[src/rtl/fur_pkg.sv]
package fur_pkg;
  parameter int SEL_W    = 16;
  parameter int GPR_W    = 64;
  parameter int VA_BITS  = 48;
  parameter int NARROW_W = 32;
  parameter int BASE_W   = 32;
  parameter int LIM_W    = 20;
  parameter int TYPE_W   = 4;
  parameter int ATTR_W   = TYPE_W + 6;
  parameter int CS_OFS   = 16;
  parameter int SS_OFS   = 24;

  parameter logic [1:0]        USER_PL    = 2'd3;
  parameter logic [1:0]        KERNEL_PL  = 2'd0;
  parameter logic [TYPE_W-1:0] CODE_TYPE  = 4'b1011;
  parameter logic [TYPE_W-1:0] STACK_TYPE = 4'b0011;
  parameter logic [LIM_W-1:0]  FLAT_LIMIT = '1;

  typedef enum logic [1:0] {
    FC_NONE = 2'd0,
    FC_UD   = 2'd1,
    FC_GP   = 2'd2
  } fault_class_e;

  typedef struct packed {
    logic [SEL_W-1:0]  sel;
    logic [BASE_W-1:0] base;
    logic [LIM_W-1:0]  limit;
    logic [ATTR_W-1:0] attr;
  } seg_state_t;

  // Attribute word, MSB first: G, D, P, DPL, S, TYPE
  function automatic logic [ATTR_W-1:0] pack_attr(
    input logic g, input logic d, input logic p,
    input logic [1:0] dpl, input logic s, input logic [TYPE_W-1:0] ty);
    return {g, d, p, dpl, s, ty};
  endfunction

  // Selector at a fixed offset from the programmed one, RPL forced to user
  function automatic logic [SEL_W-1:0] user_selector(
    input logic [SEL_W-1:0] k, input int unsigned ofs);
    logic [SEL_W-1:0] sum;
    sum = k + SEL_W'(ofs);
    return {sum[SEL_W-1:2], USER_PL};
  endfunction

  // Canonical: all bits from VA_BITS-1 upward agree
  function automatic logic addr_canonical(input logic [GPR_W-1:0] a);
    logic [GPR_W-VA_BITS:0] hi;
    hi = a[GPR_W-1:VA_BITS-1];
    return (&hi) | ~(|hi);
  endfunction

  function automatic logic [GPR_W-1:0] pointer_value(
    input logic [GPR_W-1:0] a, input logic wide);
    return wide ? a : {{(GPR_W-NARROW_W){1'b0}}, a[NARROW_W-1:0]};
  endfunction
endpackage

[src/rtl/fur_fault_check.sv]
module fur_fault_check
  import fur_pkg::*;
(
  input  logic              clk,
  input  logic              rst_n,
  input  logic              req_valid,
  input  logic [1:0]        cpl,
  input  logic              pe,
  input  logic              mode_real,
  input  logic              mode_v86,
  input  logic              mode_long,
  input  logic              lock_pfx,
  input  logic [SEL_W-1:0]  kcs_sel,
  input  logic [GPR_W-1:0]  sp_src,
  input  logic [GPR_W-1:0]  ip_src,
  output logic              fault_any,
  output fault_class_e      fault_class
);
  // Individual rule hits, named for the assertions
  logic hit_lock, hit_sel_null, hit_prot_off, hit_priv, hit_v86, hit_noncanon;
  logic gp_any;

  always_comb begin
    hit_lock     = lock_pfx;
    hit_sel_null = ~(|kcs_sel[SEL_W-1:2]);
    hit_prot_off = ~pe | mode_real;
    hit_priv     = (cpl != KERNEL_PL);
    hit_v86      = mode_v86;
    hit_noncanon = mode_long & ~(addr_canonical(sp_src) & addr_canonical(ip_src));
    gp_any       = hit_sel_null | hit_prot_off | hit_priv | hit_v86 | hit_noncanon;
  end

  // Invalid opcode outranks all protection causes
  always_comb begin
    if (hit_lock)     fault_class = FC_UD;
    else if (gp_any)  fault_class = FC_GP;
    else              fault_class = FC_NONE;
    fault_any = (fault_class != FC_NONE);
  end

  assert_lock_wins_R2: assert property (@(posedge clk) disable iff (!rst_n)
    req_valid && lock_pfx |-> fault_class == FC_UD);
  assert_v86_faults_R4: assert property (@(posedge clk) disable iff (!rst_n)
    req_valid && mode_v86 && !lock_pfx |-> fault_class == FC_GP);
  assert_priv_faults_R3: assert property (@(posedge clk) disable iff (!rst_n)
    req_valid && !lock_pfx && (cpl != 2'd0) |-> fault_any);
endmodule

[src/rtl/fur_seg_build.sv]
module fur_seg_build
  import fur_pkg::*;
#(
  parameter bit IS_CODE = 1'b1,
  parameter int OFFSET  = CS_OFS
) (
  input  logic [SEL_W-1:0] kcs_sel,
  output seg_state_t       seg
);
  logic [TYPE_W-1:0] seg_type;

  generate
    if (IS_CODE) begin : g_code
      assign seg_type = CODE_TYPE;
    end else begin : g_stack
      assign seg_type = STACK_TYPE;
    end
  endgenerate

  always_comb begin
    seg.sel   = user_selector(kcs_sel, OFFSET);
    seg.base  = '0;
    seg.limit = FLAT_LIMIT;
    seg.attr  = pack_attr(1'b1, 1'b1, 1'b1, USER_PL, 1'b1, seg_type);
  end
endmodule

[src/rtl/fast_user_return.sv]
module fast_user_return
  import fur_pkg::*;
(
  input  logic               clk,
  input  logic               rst_n,
  input  logic               req_valid,
  input  logic [1:0]         cpl_in,
  input  logic               pe_in,
  input  logic               mode_real,
  input  logic               mode_v86,
  input  logic               mode_long,
  input  logic               lock_pfx,
  input  logic [15:0]        kcs_sel,
  input  logic [63:0]        sp_src,
  input  logic [63:0]        ip_src,
  output logic               done,
  output logic               fault_valid,
  output logic [1:0]         fault_class,
  output logic [15:0]        cs_sel,
  output logic [31:0]        cs_base,
  output logic [19:0]        cs_limit,
  output logic [9:0]         cs_attr,
  output logic [15:0]        ss_sel,
  output logic [31:0]        ss_base,
  output logic [19:0]        ss_limit,
  output logic [9:0]         ss_attr,
  output logic [1:0]         new_cpl,
  output logic [63:0]        new_sp,
  output logic [63:0]        new_ip
);
  fault_class_e  chk_class;
  logic          chk_fault;
  seg_state_t    cs_next, ss_next;
  logic [GPR_W-1:0] sp_next, ip_next;

  fur_fault_check u_check (
    .clk        (clk),
    .rst_n      (rst_n),
    .req_valid  (req_valid),
    .cpl        (cpl_in),
    .pe         (pe_in),
    .mode_real  (mode_real),
    .mode_v86   (mode_v86),
    .mode_long  (mode_long),
    .lock_pfx   (lock_pfx),
    .kcs_sel    (kcs_sel),
    .sp_src     (sp_src),
    .ip_src     (ip_src),
    .fault_any  (chk_fault),
    .fault_class(chk_class)
  );

  fur_seg_build #(.IS_CODE(1'b1), .OFFSET(CS_OFS)) u_cs (
    .kcs_sel(kcs_sel), .seg(cs_next));
  fur_seg_build #(.IS_CODE(1'b0), .OFFSET(SS_OFS)) u_ss (
    .kcs_sel(kcs_sel), .seg(ss_next));

  always_comb begin
    sp_next = pointer_value(sp_src, mode_long);
    ip_next = pointer_value(ip_src, mode_long);
  end

  seg_state_t cs_q, ss_q;

  always_ff @(posedge clk) begin
    if (!rst_n) begin
      done        <= 1'b0;
      fault_valid <= 1'b0;
      fault_class <= FC_NONE;
      cs_q        <= '0;
      ss_q        <= '0;
      new_cpl     <= '0;
      new_sp      <= '0;
      new_ip      <= '0;
    end else begin
      done <= req_valid;
      if (req_valid) begin
        fault_valid <= chk_fault;
        fault_class <= chk_class;
        if (chk_fault) begin
          cs_q    <= '0;
          ss_q    <= '0;
          new_cpl <= '0;
          new_sp  <= '0;
          new_ip  <= '0;
        end else begin
          cs_q    <= cs_next;
          ss_q    <= ss_next;
          new_cpl <= USER_PL;
          new_sp  <= sp_next;
          new_ip  <= ip_next;
        end
      end
    end
  end

  assign cs_sel   = cs_q.sel;
  assign cs_base  = cs_q.base;
  assign cs_limit = cs_q.limit;
  assign cs_attr  = cs_q.attr;
  assign ss_sel   = ss_q.sel;
  assign ss_base  = ss_q.base;
  assign ss_limit = ss_q.limit;
  assign ss_attr  = ss_q.attr;

  assert_done_follows_R1: assert property (@(posedge clk) disable iff (!rst_n)
    req_valid |=> done);
  assert_done_single_R1: assert property (@(posedge clk) disable iff (!rst_n)
    !req_valid |=> !done);
  assert_hold_idle_R1: assert property (@(posedge clk) disable iff (!rst_n)
    !req_valid |=> $stable(new_sp) && $stable(new_ip) && $stable(cs_sel));
  assert_sel_spacing_R6: assert property (@(posedge clk) disable iff (!rst_n)
    done && !fault_valid |-> ss_sel[15:2] == cs_sel[15:2] + 14'd2);
  assert_user_level_R9: assert property (@(posedge clk) disable iff (!rst_n)
    done && !fault_valid |-> new_cpl == 2'd3 && cs_sel[1:0] == 2'd3 && ss_sel[1:0] == 2'd3);
  assert_fault_clears_R10: assert property (@(posedge clk) disable iff (!rst_n)
    done && fault_valid |-> new_sp == '0 && new_ip == '0 && cs_attr == '0 && ss_attr == '0);
  assert_class_matches_R10: assert property (@(posedge clk) disable iff (!rst_n)
    done |-> (fault_valid == (fault_class != 2'd0)));
endmodule

[config.mk]
export PLATFORM = sky130hd
export DESIGN_NAME = fast_user_return
export DESIGN_NICKNAME = d
export VERILOG_FILES = /design/src/rtl/fur_pkg.sv /design/src/rtl/fur_fault_check.sv /design/src/rtl/fur_seg_build.sv /design/src/rtl/fast_user_return.sv
export SDC_FILE = /design/constraint.sdc
export NUM_CORES = 1
export LEC_CHECK = 0
export CORE_AREA = 5 5 170 172
export CTS_CLUSTER_SIZE = 16
export DETAILED_ROUTE_END_ITERATION = 10
export DIE_AREA = 0 0 175 177
export DONT_BUFFER_PORTS = 1
export PLACE_DENSITY = 0.47
export SLEW_MARGIN = 10
export SYNTH_ARGS = -nofsm -noshare
export SYNTH_HDL_FRONTEND = slang
export SYNTH_SLANG_ARGS = --single-unit
[constraint.sdc]
create_clock -name clk -period 4.65 [get_ports clk]
set_input_delay 0.2325 -clock clk [delete_from_list [all_inputs] [get_ports clk]]
set_output_delay 0.2325 -clock clk [all_outputs]
set_load 0.05 [all_outputs]
Yosys cells after proc, flatten, opt, wreduce, memory -nomap -nowiden
Cells that the tools add are included.
- word-level logic and storage cells: 46
- output and inout port bits: 290
- bits in registers: 290
- bits of input ports: 154
- add/sub/neg operators: 2
- reduce and logical (&&, ||, !) cells: 7
- bitwise operators: 14
- multiplexer cells: 9
- operators by type and width (operator ; count):
    $mux W64 ; 4
    $mux W78 ; 2
    $reduce_and A17 Y1 ; 2
    $reduce_or A17 Y1 ; 2
    $add A16 B5 Y16 const B ; 2
    $reduce_or A14 Y1 ; 1
    $or A1 B1 Y1 ; 7
    $mux W2 ; 3
    $not A1 Y1 ; 5
    $reduce_bool A2 Y1 ; 2
    $and A1 B1 Y1 ; 2

Longest topological paths before layout
- word-level depth: 11
- depth in mapped cells: 10
- mapped depth without buffers: 8

Hierarchy
From an unflattened synthesis, not the netlist that was laid out.
- cells, all modules: 1523
- area total of the unflattened synthesis: 14422.6 sq um
- by module, submodules not included (module ; cells each ; area each (sq um) ; times used ; seq. area each (sq um)):
    fast_user_return ; 1286 ; 12758.5 ; 1 ; 5785.5
    fur_seg_build at u_ss ; 100 ; 726.9 ; 1 ; 0.0
    fur_seg_build at u_cs ; 97 ; 701.9 ; 1 ; 0.0
    fur_fault_check ; 40 ; 235.2 ; 1 ; 0.0

Worst setup path after synthesis
Ideal clock, no wire load.
- kind: register -> output
- start point: register, netlist name new_cpl[0]
- end point: output cs_attr[1]
- stages on the path, launching flop included: 2
- path buffers: 1
- setup slack: 2397 ps
- required time: 4418 ps
- data arrival time: 2020 ps
- cells stage by stage: dfxtp_1 buf_4
- RTL lines (item ; line ; text):
    end: declaration ; fast_user_return.sv:22 ; output logic [9:0] cs_attr,

==> flow_metrics.py <==
metrics = {
    "min_path": {
        "hold-path-endpoint": "ss_sel[7]",
        "whs_path_depth": 2,
        "holdCritPathClass": "in2reg",
        "hp-start": "kcs_sel[7]",
    },
    "placed_design": {
        "place_ws_ns": 1.78,
        "io_buffers": 0,
        "place_area_um2": 7060,
        "hpwl_um": 14400,
        "place_congestion": 0.730,
    },
    "floorplanning": {
        "num_io_pins": 444,
        "die_x_um": 175,
        "start_util_pct": 27.6,
        "row_count": 61,
        "dieArea_um2": 31000,
        "coreArea_um2": 27300,
        "die_h_um": 177,
    },
    "routing": {
        "wl_met1_um": 9720,
        "first_iter_violations": 261,
        "wl_per_cell_um": 22.4,
        "routed-wl-met2_um": 11300,
        "dr.pass1.iters": 4,
        "met3WireLength_um": 2530,
        "vias": 5500,
        "remaining_drc_errors": 0,
        "routed_via_density": 5.17,
        "antenna_left": 0,
        "dr.max_layer_used": "met4",
        "totalWireLength_um": 23800,
    },
    "logic_synthesis": {
        "synth_edf_count": 0,
        "synth_area_leaders": "dfxtp_1 (43%), buf_4 (13%), a32o_1 (9.8%), and3_1 (5.7%), a32oi_1 (5.5%)",
        "yosysSeqAreaShare_pct": 42.5,
        "yosysTopAreaCell": "dfxtp_1",
        "ys_types": 39,
        "yosys-top-cells-count": "dfxtp_1 (160), buf_4 (132), a32o_1 (74), and3_1 (69), clkbuf_1 (58)",
        "netlist_area_um2": 7530,
        "yosys_warnings": 0,
        "synth-seq-cells": 160,
        "synth_async_sr_flop_share_pct": 0,
        "avgSynthCellArea_um2": 9.62,
        "synth_cells": 783,
        "yosysMostFrequentCell": "dfxtp_1",
        "yosysTopAreaCellShare_pct": 42.5,
        "synthFlopType": "dfxtp_1",
    },
    "timing": {
        "finalCritPeriodShare_pct": 67.1,
        "maxSlewHeadroom_pct": 23.6,
        "rsz0062_at_grt": "no",
        "clock_skew_ns": 0,
        "slew_violations": 0,
        "tightestPinTransition_ns": 1.15,
        "tns_ns": 0,
        "hold_viol": 0,
        "fin_ws_ns": 1.53,
        "max_clock_freq_mhz": 320,
        "period_needed_ns": 3.12,
        "setup_viol": 0,
    },
    "setup_path": {
        "cp_max_fo": 25,
        "max_stage_delay_ns": 0.93,
        "slowest_stage": "buf_12",
        "critical_path.top_delay_family": "buffers and inverters",
        "path_cells": "buf_12 > buf_12 > buf_4",
        "start_kind": "flop",
        "crit_arrival_ns": 2.89,
        "r2r_end": "cs_sel[4]",
        "critPathMostFrequentCell": "buf_12",
        "rr_startpoint": "cs_sel[4]",
        "critPathBufInv": 3,
        "critPathKind": "reg2out",
        "cp.required_ns": 4.42,
        "worstSetupEndpointType": "primary output",
        "r2r.worst_path.cells": 3,
        "reg2reg_slack_ns": 3.06,
    },
    "cts": {
        "numCtsBuffers": 17,
        "cts_tree": "yes",
        "clkTransAtPathRegs_ns": 0.07,
        "cts_hold_buffers": 30,
        "htreeDepth": 4,
        "cts_resized": 0,
        "cts-root-buf": "clkbuf_16",
        "cts_buffer_depth": 2,
        "postCtsSetupBuffers": 0,
        "cts_sinks": 160,
        "worstSkewPairLatency_ns": 0.41,
    },
    "pwr": {
        "p_seq_share_pct": 44.3,
        "power.density_nw_per_um2": 392,
        "p_switching_uw": 874,
        "internal-power_mw": 2.26,
        "p_leak_nw": 2.95,
        "power.share.clock_pct": 47.4,
        "swShare_pct": 27.9,
        "combPwrFrac_pct": 8.3,
        "irDropWorstVdd_uv": 192,
    },
    "flow_run": {
        "drv_cap": 0,
    },
    "global_routing": {
        "first_global_vias": 5461,
        "antenna_found_initial": 1,
        "grt_overflow_total": 0,
        "grt_pass1_wl_um": 34800,
        "grtUsageTotal_pct": 14.4,
        "grt_max_degree": 115,
    },
    "final_layout": {
        "area_growth_syn_to_layout_pct": 6.16,
        "post-route-util_pct": 29.3,
        "nNetsFinal": 861,
        "stdcell_area_um2": 8000,
        "drive_above_1_share_pct": 7.26,
    },
    "run_status": {
        "status": "finished clean",
    },
}
-- cell families (layout without fill, tap and decap cells) --
family                     after synthesis  count (layout)  synth area share, %
AOI/OAI and AO/OA                      166             166                 19.9
xor gates and xnor gates                20              20                 2.33
adders and majority gates                4               4                0.664
buffers and inverters                  213              80                 18.0
DFF                                    160             160                 42.5
muxes                                    1               1                0.133
other                                    1              68               0.0498
and+or+nand+nor                        218             218                 16.5
-- per-stage QoR --
step	hold slack [ns]	power (mW)	cells
after floorplan	0.402	1.69	849
after global placement	0.338	1.63	1000
after detailed placement	0.340	1.63	1000
after CTS	0.000141	3.19	1062
after global routing	0.00428	3.27	1063
final	0.0229	3.13	1063
-- power groups by stage --
stage,clock network (mW),registers (mW),logic (mW)
floorplan,0,1.42,0.272
global placement,0,1.42,0.210
detailed placement,0,1.42,0.210
CTS,1.54,1.39,0.261
global route,1.60,1.39,0.276
finish,1.49,1.39,0.260
-- sequential cells by signal, indices dropped and copies added (netlist names) --
register / cells
cs_sel: 14
ss_sel: 13
new_ip: 64
done: 1
new_cpl: 1
new_sp: 64
fault_valid: 1
fault_class: 2
-- how the worst max path moves through the flow --
stage / depth (start not counted) / start / slack, ns / end
floorplan: 1 / new_cpl[0] / 2.40 / cs_attr[1]
global placement: 7 / sp_src[55] / 1.79 / ss_sel[3]
detailed placement: 7 / sp_src[55] / 1.78 / ss_sel[3]
CTS: 3 / new_cpl[0] / 1.48 / cs_attr[9]
global route: 3 / new_cpl[0] / 1.43 / cs_attr[9]
finish: 3 / new_cpl[0] / 1.53 / cs_attr[9]
-- layout make-up --
cell class	count	area [um2]
repair buffers	42	488
fillers	2909	19300
diodes	1	2.50
well taps	346	433
multi-input cells	476	3230
clock inverters	13	168
inverters	6	25.0
flip-flops and latches	160	3210
clock buffers	19	443
-- cells in the final DEF, fill, tap and decap left out, types with 3 or more instances in the layout --
cell           Yosys  layout
dlygate4sd3_1      0      28
inv_6              0       5
a21boi_0          17      17
nand3_1           24      24
nand2_1           25      25
nor2_1            17      17
nor3b_1            3       3
nor4_1            10       9
nand4_1           14      14
o31ai_1           15      15
a32o_1            74      74
nor2b_1           49      49
ha_1               4       4
a32oi_1           47      47
dfxtp_1          160     159
clkbuf_16          0      17
xnor2_1           10      10
o21ai_0            4       4
conb_1             1      67
and3_1            69      69
xor2_1            10      10
buf_4            132       7
inv_1              5       5
buf_12             0       5
-- routing by layer --
layer,vias up,GRT usage [%]
met3,13,6.64
met5,-,0
met1,2676,17.1
met4,0,3.21
met2,287,23.8
li1,2524,-
Note: power is estimated with default switching activity, not from simulation.
